$ cat src/rtl/tp_pkg.sv
package tp_pkg;
  typedef enum logic [2:0] {
    ST_ARM,
    ST_INTEG,
    ST_CALC,
    ST_DIV,
    ST_LOOK,
    ST_BLIND
  } tp_state_e;

  localparam int unsigned CFG_THR    = 0;
  localparam int unsigned CFG_SLOPE  = 1;
  localparam int unsigned CFG_OFFSET = 2;
endpackage

$ cat src/rtl/tp_amp_est.sv
module tp_amp_est #(
  parameter int SW    = 12,
  parameter int AREAW = 16,
  parameter int CFW   = 16,
  parameter int FRAC  = 8
) (
  input  logic [AREAW-1:0] area,
  input  logic [CFW-1:0]   slope,
  input  logic [CFW-1:0]   offset,
  output logic [SW-1:0]    amp
);
  localparam int PW = AREAW + CFW;
  localparam logic [PW:0] AMP_MAX = (PW+1)'((1 << SW) - 1);

  logic [PW-1:0] prod;
  logic [PW-1:0] scaled;
  logic [PW:0]   sum;

  always_comb begin
    prod   = PW'(area) * PW'(slope);
    scaled = prod >> FRAC;
    sum    = {1'b0, scaled} + (PW+1)'(offset);
    if (sum == '0)          amp = SW'(1);
    else if (sum > AMP_MAX) amp = AMP_MAX[SW-1:0];
    else                    amp = sum[SW-1:0];
  end
endmodule

$ cat src/rtl/tp_divider.sv
module tp_divider #(
  parameter int NW = 12,
  parameter int QW = 8
) (
  input  logic          clk,
  input  logic          rst_n,
  input  logic          start,
  input  logic [NW-1:0] num,
  input  logic [NW-1:0] den,
  output logic          done,
  output logic [QW-1:0] quo
);
  localparam int CNTW = $clog2(QW + 1);

  logic [CNTW-1:0] cnt_q, cnt_n;
  logic [NW-1:0]   rem_q, rem_n, den_q, den_n, num_q, num_n;
  logic [QW-1:0]   quo_q, quo_n;
  logic            sat_q, sat_n, done_q, done_n;
  logic [NW:0]     shifted;

  always_comb begin
    cnt_n   = cnt_q;
    rem_n   = rem_q;
    den_n   = den_q;
    num_n   = num_q;
    quo_n   = quo_q;
    sat_n   = sat_q;
    done_n  = 1'b0;
    shifted = {rem_q, 1'b0};
    if (start) begin
      rem_n = num;
      num_n = num;
      den_n = den;
      quo_n = '0;
      sat_n = (num >= den);
      cnt_n = CNTW'(QW);
    end else if (cnt_q != '0) begin
      if (shifted >= {1'b0, den_q}) begin
        rem_n = NW'(shifted - {1'b0, den_q});
        quo_n = {quo_q[QW-2:0], 1'b1};
      end else begin
        rem_n = shifted[NW-1:0];
        quo_n = {quo_q[QW-2:0], 1'b0};
      end
      cnt_n  = cnt_q - CNTW'(1);
      done_n = (cnt_q == CNTW'(1));
    end
  end

  always_ff @(posedge clk or negedge rst_n) begin
    if (!rst_n) begin
      cnt_q  <= '0;
      rem_q  <= '0;
      den_q  <= '0;
      num_q  <= '0;
      quo_q  <= '0;
      sat_q  <= 1'b0;
      done_q <= 1'b0;
    end else begin
      cnt_q  <= cnt_n;
      rem_q  <= rem_n;
      den_q  <= den_n;
      num_q  <= num_n;
      quo_q  <= quo_n;
      sat_q  <= sat_n;
      done_q <= done_n;
    end
  end

  assign done = done_q;
  assign quo  = sat_q ? {QW{1'b1}} : quo_q;

  // a zero divisor never reaches the iteration
  a_r4_den_nonzero: assert property (@(posedge clk) disable iff (!rst_n)
    (cnt_q != '0) |-> (den_q != '0));

  // an unsaturated quotient is the exact floor of num*2^QW/den
  a_r5_quot_exact: assert property (@(posedge clk) disable iff (!rst_n)
    (done_q && !sat_q) |->
      ((32'(quo_q) * 32'(den_q) <= (32'(num_q) << QW)) &&
       ((32'(quo_q) + 32'd1) * 32'(den_q) > (32'(num_q) << QW))));
endmodule

$ cat src/rtl/tp_lut.sv
module tp_lut #(
  parameter int AW = 8,
  parameter int DW = 6
) (
  input  logic          clk,
  input  logic          rst_n,
  input  logic          we,
  input  logic [AW-1:0] waddr,
  input  logic [DW-1:0] wdata,
  input  logic          re,
  input  logic [AW-1:0] raddr,
  output logic [DW-1:0] rdata
);
  localparam int DEPTH = 1 << AW;

  logic [DW-1:0] mem [DEPTH];
  logic [DW-1:0] rdata_q;

  always_ff @(posedge clk) begin
    if (we) mem[waddr] <= wdata;
  end

  always_ff @(posedge clk or negedge rst_n) begin
    if (!rst_n)  rdata_q <= '0;
    else if (re) rdata_q <= mem[raddr];
  end

  assign rdata = rdata_q;
endmodule

$ cat src/rtl/tp_timing_pickoff.sv
module tp_timing_pickoff
  import tp_pkg::*;
#(
  parameter int SW   = 12,
  parameter int CW   = 16,
  parameter int FW   = 6,
  parameter int WIN  = 13,
  parameter int TA   = 8,
  parameter int CFW  = 16,
  parameter int FRAC = 8
) (
  input  logic             clk,
  input  logic             rst_n,
  input  logic             s_valid,
  input  logic [SW-1:0]    s_data,
  input  logic             cfg_we,
  input  logic [TA:0]      cfg_addr,
  input  logic [CFW-1:0]   cfg_wdata,
  output logic             ts_valid,
  output logic [CW+FW-1:0] ts
);
  localparam int AREAW = SW + $clog2(WIN);
  localparam int WCW   = $clog2(WIN + 1);
  localparam int TSW   = CW + FW;

  logic [1:0] rsync_q;
  logic       rst_i_n;

  always_ff @(posedge clk or negedge rst_n) begin
    if (!rst_n) rsync_q <= '0;
    else        rsync_q <= {rsync_q[0], 1'b1};
  end
  assign rst_i_n = rsync_q[1];

  tp_state_e        state_q, state_n;
  logic [CW-1:0]    crs_q, crs_n, tco_q, tco_n;
  logic [SW-1:0]    trig_q, trig_n, thr_q, thr_n;
  logic [AREAW-1:0] area_q, area_n;
  logic [WCW-1:0]   win_q, win_n;
  logic [CFW-1:0]   slope_q, slope_n, off_q, off_n;
  logic [TSW-1:0]   ts_q, ts_n;
  logic             tsv_q, tsv_n;

  logic           cfg_ok, tbl_we, div_start, div_done, lut_re;
  logic [SW-1:0]  amp;
  logic [TA-1:0]  div_quo;
  logic [FW-1:0]  t0;

  assign cfg_ok = cfg_we && (state_q == ST_ARM);
  assign tbl_we = cfg_ok && !cfg_addr[TA];

  always_comb begin
    state_n   = state_q;
    crs_n     = s_valid ? crs_q + CW'(1) : crs_q;
    tco_n     = tco_q;
    trig_n    = trig_q;
    area_n    = area_q;
    win_n     = win_q;
    thr_n     = thr_q;
    slope_n   = slope_q;
    off_n     = off_q;
    ts_n      = ts_q;
    tsv_n     = 1'b0;
    div_start = 1'b0;
    lut_re    = 1'b0;

    if (cfg_ok && cfg_addr[TA]) begin
      if (cfg_addr[TA-1:0] == TA'(CFG_THR))    thr_n   = cfg_wdata[SW-1:0];
      if (cfg_addr[TA-1:0] == TA'(CFG_SLOPE))  slope_n = cfg_wdata;
      if (cfg_addr[TA-1:0] == TA'(CFG_OFFSET)) off_n   = cfg_wdata;
    end

    unique case (state_q)
      ST_ARM: if (s_valid && (s_data > thr_q)) begin
        trig_n  = s_data;
        tco_n   = crs_q;
        area_n  = AREAW'(s_data);
        win_n   = WCW'(1);
        state_n = ST_INTEG;
      end
      ST_INTEG: if (s_valid) begin
        area_n = area_q + AREAW'(s_data);
        win_n  = win_q + WCW'(1);
        if (win_q == WCW'(WIN - 1)) state_n = ST_CALC;
      end
      ST_CALC: begin
        div_start = 1'b1;
        state_n   = ST_DIV;
      end
      ST_DIV: if (div_done) begin
        lut_re  = 1'b1;
        state_n = ST_LOOK;
      end
      ST_LOOK: begin
        ts_n    = {tco_q, {FW{1'b0}}} - {{CW{1'b0}}, t0};
        tsv_n   = 1'b1;
        state_n = ST_BLIND;
      end
      ST_BLIND: if (s_valid && (s_data <= thr_q)) state_n = ST_ARM;
      default: state_n = ST_ARM;
    endcase
  end

  always_ff @(posedge clk or negedge rst_i_n) begin
    if (!rst_i_n) begin
      state_q <= ST_ARM;
      crs_q   <= '0;
      tco_q   <= '0;
      trig_q  <= '0;
      area_q  <= '0;
      win_q   <= '0;
      thr_q   <= '0;
      slope_q <= '0;
      off_q   <= '0;
      ts_q    <= '0;
      tsv_q   <= 1'b0;
    end else begin
      state_q <= state_n;
      crs_q   <= crs_n;
      tco_q   <= tco_n;
      trig_q  <= trig_n;
      area_q  <= area_n;
      win_q   <= win_n;
      thr_q   <= thr_n;
      slope_q <= slope_n;
      off_q   <= off_n;
      ts_q    <= ts_n;
      tsv_q   <= tsv_n;
    end
  end

  tp_amp_est #(.SW(SW), .AREAW(AREAW), .CFW(CFW), .FRAC(FRAC)) u_amp (
    .area(area_q), .slope(slope_q), .offset(off_q), .amp(amp)
  );

  tp_divider #(.NW(SW), .QW(TA)) u_div (
    .clk(clk), .rst_n(rst_i_n), .start(div_start), .num(trig_q), .den(amp),
    .done(div_done), .quo(div_quo)
  );

  tp_lut #(.AW(TA), .DW(FW)) u_lut (
    .clk(clk), .rst_n(rst_i_n), .we(tbl_we), .waddr(cfg_addr[TA-1:0]),
    .wdata(cfg_wdata[FW-1:0]), .re(lut_re), .raddr(div_quo), .rdata(t0)
  );

  assign ts_valid = tsv_q;
  assign ts       = ts_q;

  // a result strobe lasts one cycle and follows a table read
  a_r7_single_pulse: assert property (@(posedge clk) disable iff (!rst_i_n)
    ts_valid |=> !ts_valid);
  a_r7_after_lookup: assert property (@(posedge clk) disable iff (!rst_i_n)
    $rose(ts_valid) |-> ($past(state_q) == ST_LOOK));

  // the window counter stays inside the window while integrating
  a_r3_win_bound: assert property (@(posedge clk) disable iff (!rst_i_n)
    (state_q == ST_INTEG) |-> ((win_q != '0) && (win_q < WCW'(WIN))));

  // no direct retrigger out of the blind state
  a_r8_no_retrigger: assert property (@(posedge clk) disable iff (!rst_i_n)
    (state_q == ST_BLIND) |=> (state_q != ST_INTEG));

  // calibration registers hold when a write arrives outside the armed state
  a_r9_cfg_locked: assert property (@(posedge clk) disable iff (!rst_i_n)
    (cfg_we && (state_q != ST_ARM)) |=>
      ($stable(thr_q) && $stable(slope_q) && $stable(off_q)));
endmodule

$ cat config.mk
export PLATFORM = sky130hd
export DESIGN_NAME = tp_timing_pickoff
export DESIGN_NICKNAME = d
export VERILOG_FILES = /design/src/rtl/tp_pkg.sv /design/src/rtl/tp_amp_est.sv /design/src/rtl/tp_divider.sv /design/src/rtl/tp_lut.sv /design/src/rtl/tp_timing_pickoff.sv
export SDC_FILE = /design/constraint.sdc
export NUM_CORES = 2
export LEC_CHECK = 0
export ABC_CLOCK_PERIOD_IN_PS = 7630
export BUFFER_PORTS_ARGS = -buffer_cell sky130_fd_sc_hd__buf_2
export CORE_MARGIN = 2
export CORE_UTILIZATION = 50
export CTS_CLUSTER_SIZE = 25
export DETAILED_ROUTE_END_ITERATION = 7
export GPL_ROUTABILITY_DRIVEN = 0
export MAX_ROUTING_LAYER = met4
export PLACE_DENSITY_LB_ADDON = 0.12
export SETUP_SLACK_MARGIN = 0.1
export SYNTH_ARGS = -nofsm -noshare
export SYNTH_HDL_FRONTEND = slang
export SYNTH_HIERARCHICAL = 1
export SYNTH_SLANG_ARGS = --single-unit
$ cat constraint.sdc
create_clock -name clk -period 7.63 [get_ports clk]
set_input_delay 0 -clock clk [delete_from_list [all_inputs] [get_ports clk]]
set_output_delay 0 -clock clk [all_outputs]
set_load 0.005 [all_outputs]
==> flow_metrics.py <==
metrics = {
    "grt": {
        "grt_pass1_vias": 45600,
        "antenna_found_initial": 9,
        "grt_max_degree": 134,
        "grt_pass1_wl_mm": 305,
        "grt_usage_pct": 26.3,
        "grt-ovfl-total": 0,
    },
    "sta": {
        "layout_min_cycle_time_ns": 8.62,
        "fmax_mhz": 116,
        "rsz0062_at_grt": "yes",
        "hold_viol_final": 0,
        "setup_viol": 13,
        "holdWs_ns": 0.0648,
        "setup_slack_ns": -0.989,
        "worstMarginPinSlew_ns": 1.25,
        "fin_crit_sh_pct": 113,
        "slew_violations": 0,
        "tns_ns": -4.61,
        "final.setup_skew_ns": 0.0274,
        "slew_headroom_pct": 14.7,
    },
    "clocking": {
        "cts.sinks": 1716,
        "cts_root_buf": "clkbuf_16",
        "cts_buffer_depth": 3,
        "h-tree-depth": 4,
        "cts-buffers-inserted": 175,
        "clk_pin_slew_ns": 0.06,
        "tritoncts": "done",
        "clk_latency_ns": 0.80,
    },
    "worst_setup_path": {
        "path_common_cell": "inv_1",
        "crit_type": "reg2reg",
        "reg2reg_from": "area_q[7]$_DFFE_PN0P_",
        "reg2reg_slack_ns": -0.99,
        "crit_arrival_ns": 9.29,
        "worst_path_largest_cell_delay_ns": 0.59,
        "crit_path_end_kind": "flip-flop",
        "reg2regPathDepth": 38,
        "r2r-end": "u_div/sat_q$_DFFE_PN0P_",
        "crit_required_ns": 8.30,
        "crit_path_start": "area_q[7]$_DFFE_PN0P_",
        "cp_max_fo": 6,
        "crit_slowest_cell": "fa_1",
        "start_kind": "flip-flop",
        "crit_path_end": "u_div/sat_q$_DFFE_PN0P_",
    },
    "routing": {
        "ant_nets": 0,
        "drt_iter0_markers": 4501,
        "avgViaCountPerCell": 5.99,
        "dr_total_vias": 45200,
        "wl_mm": 205,
        "drt_first_pass_iters": 6,
        "wl_per_cell_um": 27.1,
        "route.detailed.drc": 0,
    },
    "floorplan": {
        "row_count": 145,
        "die_y_um": 402,
        "core_um2": 157000,
        "start_util_pct": 50.5,
        "ioPinCount": 64,
        "dieArea_um2": 161000,
        "fp.dieW_um": 402,
    },
    "layout": {
        "final_cell_mix": "edfxtp_1 (1536), nor2_1 (344), nand2_1 (326)",
        "fillerInstances": 12200,
        "finalNonFillerCells": 7547,
        "seqCellArea_um2": 50600,
        "drive_above_1_share_pct": 20.1,
        "fin_util_pct": 57.3,
        "stdcell_area_um2": 89600,
        "nets": 5747,
        "final_common_cell": "edfxtp_1",
        "area_growth_pct": 13.3,
        "multi_input_area_um2": 26500,
    },
    "power": {
        "p_leak_nw": 33.8,
        "power_mw": 20.5,
        "p_per_area_nw_per_um2": 229,
        "ir_drop_v": 0.000214,
    },
    "synthesis": {
        "yosysWarnings": 6,
        "synth.largest_area_cell": "edfxtp_1",
        "ys_seq_area_share_pct": 64.0,
        "synth-edff-count": 1536,
        "yosys.area.top_type_share_pct": 58.3,
        "synth_ff_type": "edfxtp_1",
        "synth_cell_types": 93,
        "synth_area_leaders": "edfxtp_1 (58%), mux4_2 (8.3%), dfrtp_1 (5.7%)",
        "syn-num-nets": 5416,
        "synth_seq_cells": 1716,
        "netlist_instances": 5007,
        "syn_area_um2": 79100,
        "syn_avg_cell_area_um2": 15.8,
        "async_reset_ff_share_pct": 10.5,
    },
    "placed_design": {
        "dp_cells": 7149,
        "place_hpwl_mm": 137,
        "pre_cts_ws_ns": -1.26,
        "dpl-instance-area_um2": 83200,
        "port_buffers": 63,
    },
    "run": {
        "maxCapViolCount": 0,
    },
    "status": {
        "status": "finished, violations left",
        "violations": "negative setup slack",
    },
    "hold_path": {
        "min_path_type": "in2reg",
    },
}
## flip-flops by register name (all words and copies together), names as in the netlist, 2 cells and up
| register | cells |
|---|---|
| thr_q | 12 |
| win_q | 4 |
| u_lut/rdata | 6 |
| crs_q | 16 |
| slope_q | 16 |
| state_q | 3 |
| rsync_q | 2 |
| u_lut/mem | 1536 |
| trig_q | 12 |
| area_q | 16 |
| u_div/rem_q | 12 |
| u_div/den_q | 12 |
| u_div/quo_q | 8 |
| tco_q | 16 |
| u_div/cnt_q | 4 |
| ts | 22 |
| off_q | 16 |
## Yosys cell counts, types with 71 or more instances
library cell / count
mux2i_1: 220
fa_1: 196
ha_1: 172
mux4_2: 292
a21oi_1: 102
dfrtp_1: 180
mux2_2: 71
inv_1: 298
edfxtp_1: 1536
and2_1: 133
nand3_1: 74
clkbuf_1: 166
nor2_1: 348
o21ai_0: 114
nand2_1: 330
## worst min-delay path by stage
stage | from | endpoint | slack (ns) | depth (start not counted)
detailed placement | rst_n | rsync_q[0]$_DFF_PN0_ | -0.21 | 1
floorplan | rst_n | rsync_q[0]$_DFF_PN0_ | -0.30 | 0
CTS | s_data[5] | trig_q[5]$_DFFE_PN0P_ | 0.02 | 3
global placement | rst_n | rsync_q[0]$_DFF_PN0_ | -0.21 | 1
global route | s_data[5] | trig_q[5]$_DFFE_PN0P_ | 0.08 | 3
finish | s_data[5] | trig_q[5]$_DFFE_PN0P_ | 0.06 | 3
## cell type report
type | instances | area share [%]
diodes | 7 | 0.0195
clock buffers | 217 | 5.14
clock inverters | 104 | 0.995
inverters | 299 | 1.25
multi-input cells | 2733 | 29.6
flip-flops and latches | 1716 | 56.5
well taps | 2058 | 2.87
repair buffers | 413 | 3.62
## power by group
part           switching, mW  internal [mW]  total, mW
Sequential             0.152           10.3       10.5
Clock                   3.64           4.62       8.26
Combinational           1.04          0.763       1.81
Total                   4.84           15.7       20.5
## worst max-delay path, delay by kind of cell (launching register included)
kind	cells	cell delay, ns
AOI/OAI and AO/OA	11	2.23
xor gates and xnor gates	1	0.11
adders and majority gates	9	3.67
buffers and inverters	8	0.72
DFF	1	0.43
and+or+nand+nor	9	1.32
## routing by layer
metal  routed length [µm]  up-vias  GRT usage, %
met5                    0        -             -
met4                 5780        0          7.41
met3                14300      291          4.61
met2                98100     1614          41.0
met1                86600    23600          36.0
li1                     -    19700             -
## logic make-up (layout without fill, tap and decap cells)
family          after synthesis  count (layout)  synth area share (%)
mux                         603             603                  12.8
compound gates              566             566                  4.94
fa+ha+maj                   368             368                  7.68
other cells                   1               8               0.00474
buf+inv                     558            1033                  3.09
flops                      1716            1716                  64.0
simple gates               1115            1115                  6.62
xor+xnor                     80              80                 0.886
## timing repair
action	CTS	global route
hold buffers	48	0
buffers inserted	14	7
hold endpoints to repair	622	0
pin swaps	17	21
gates resized for setup	33	41
setup endpoints to repair	13	13
Note: power is estimated with default switching activity, not from simulation.
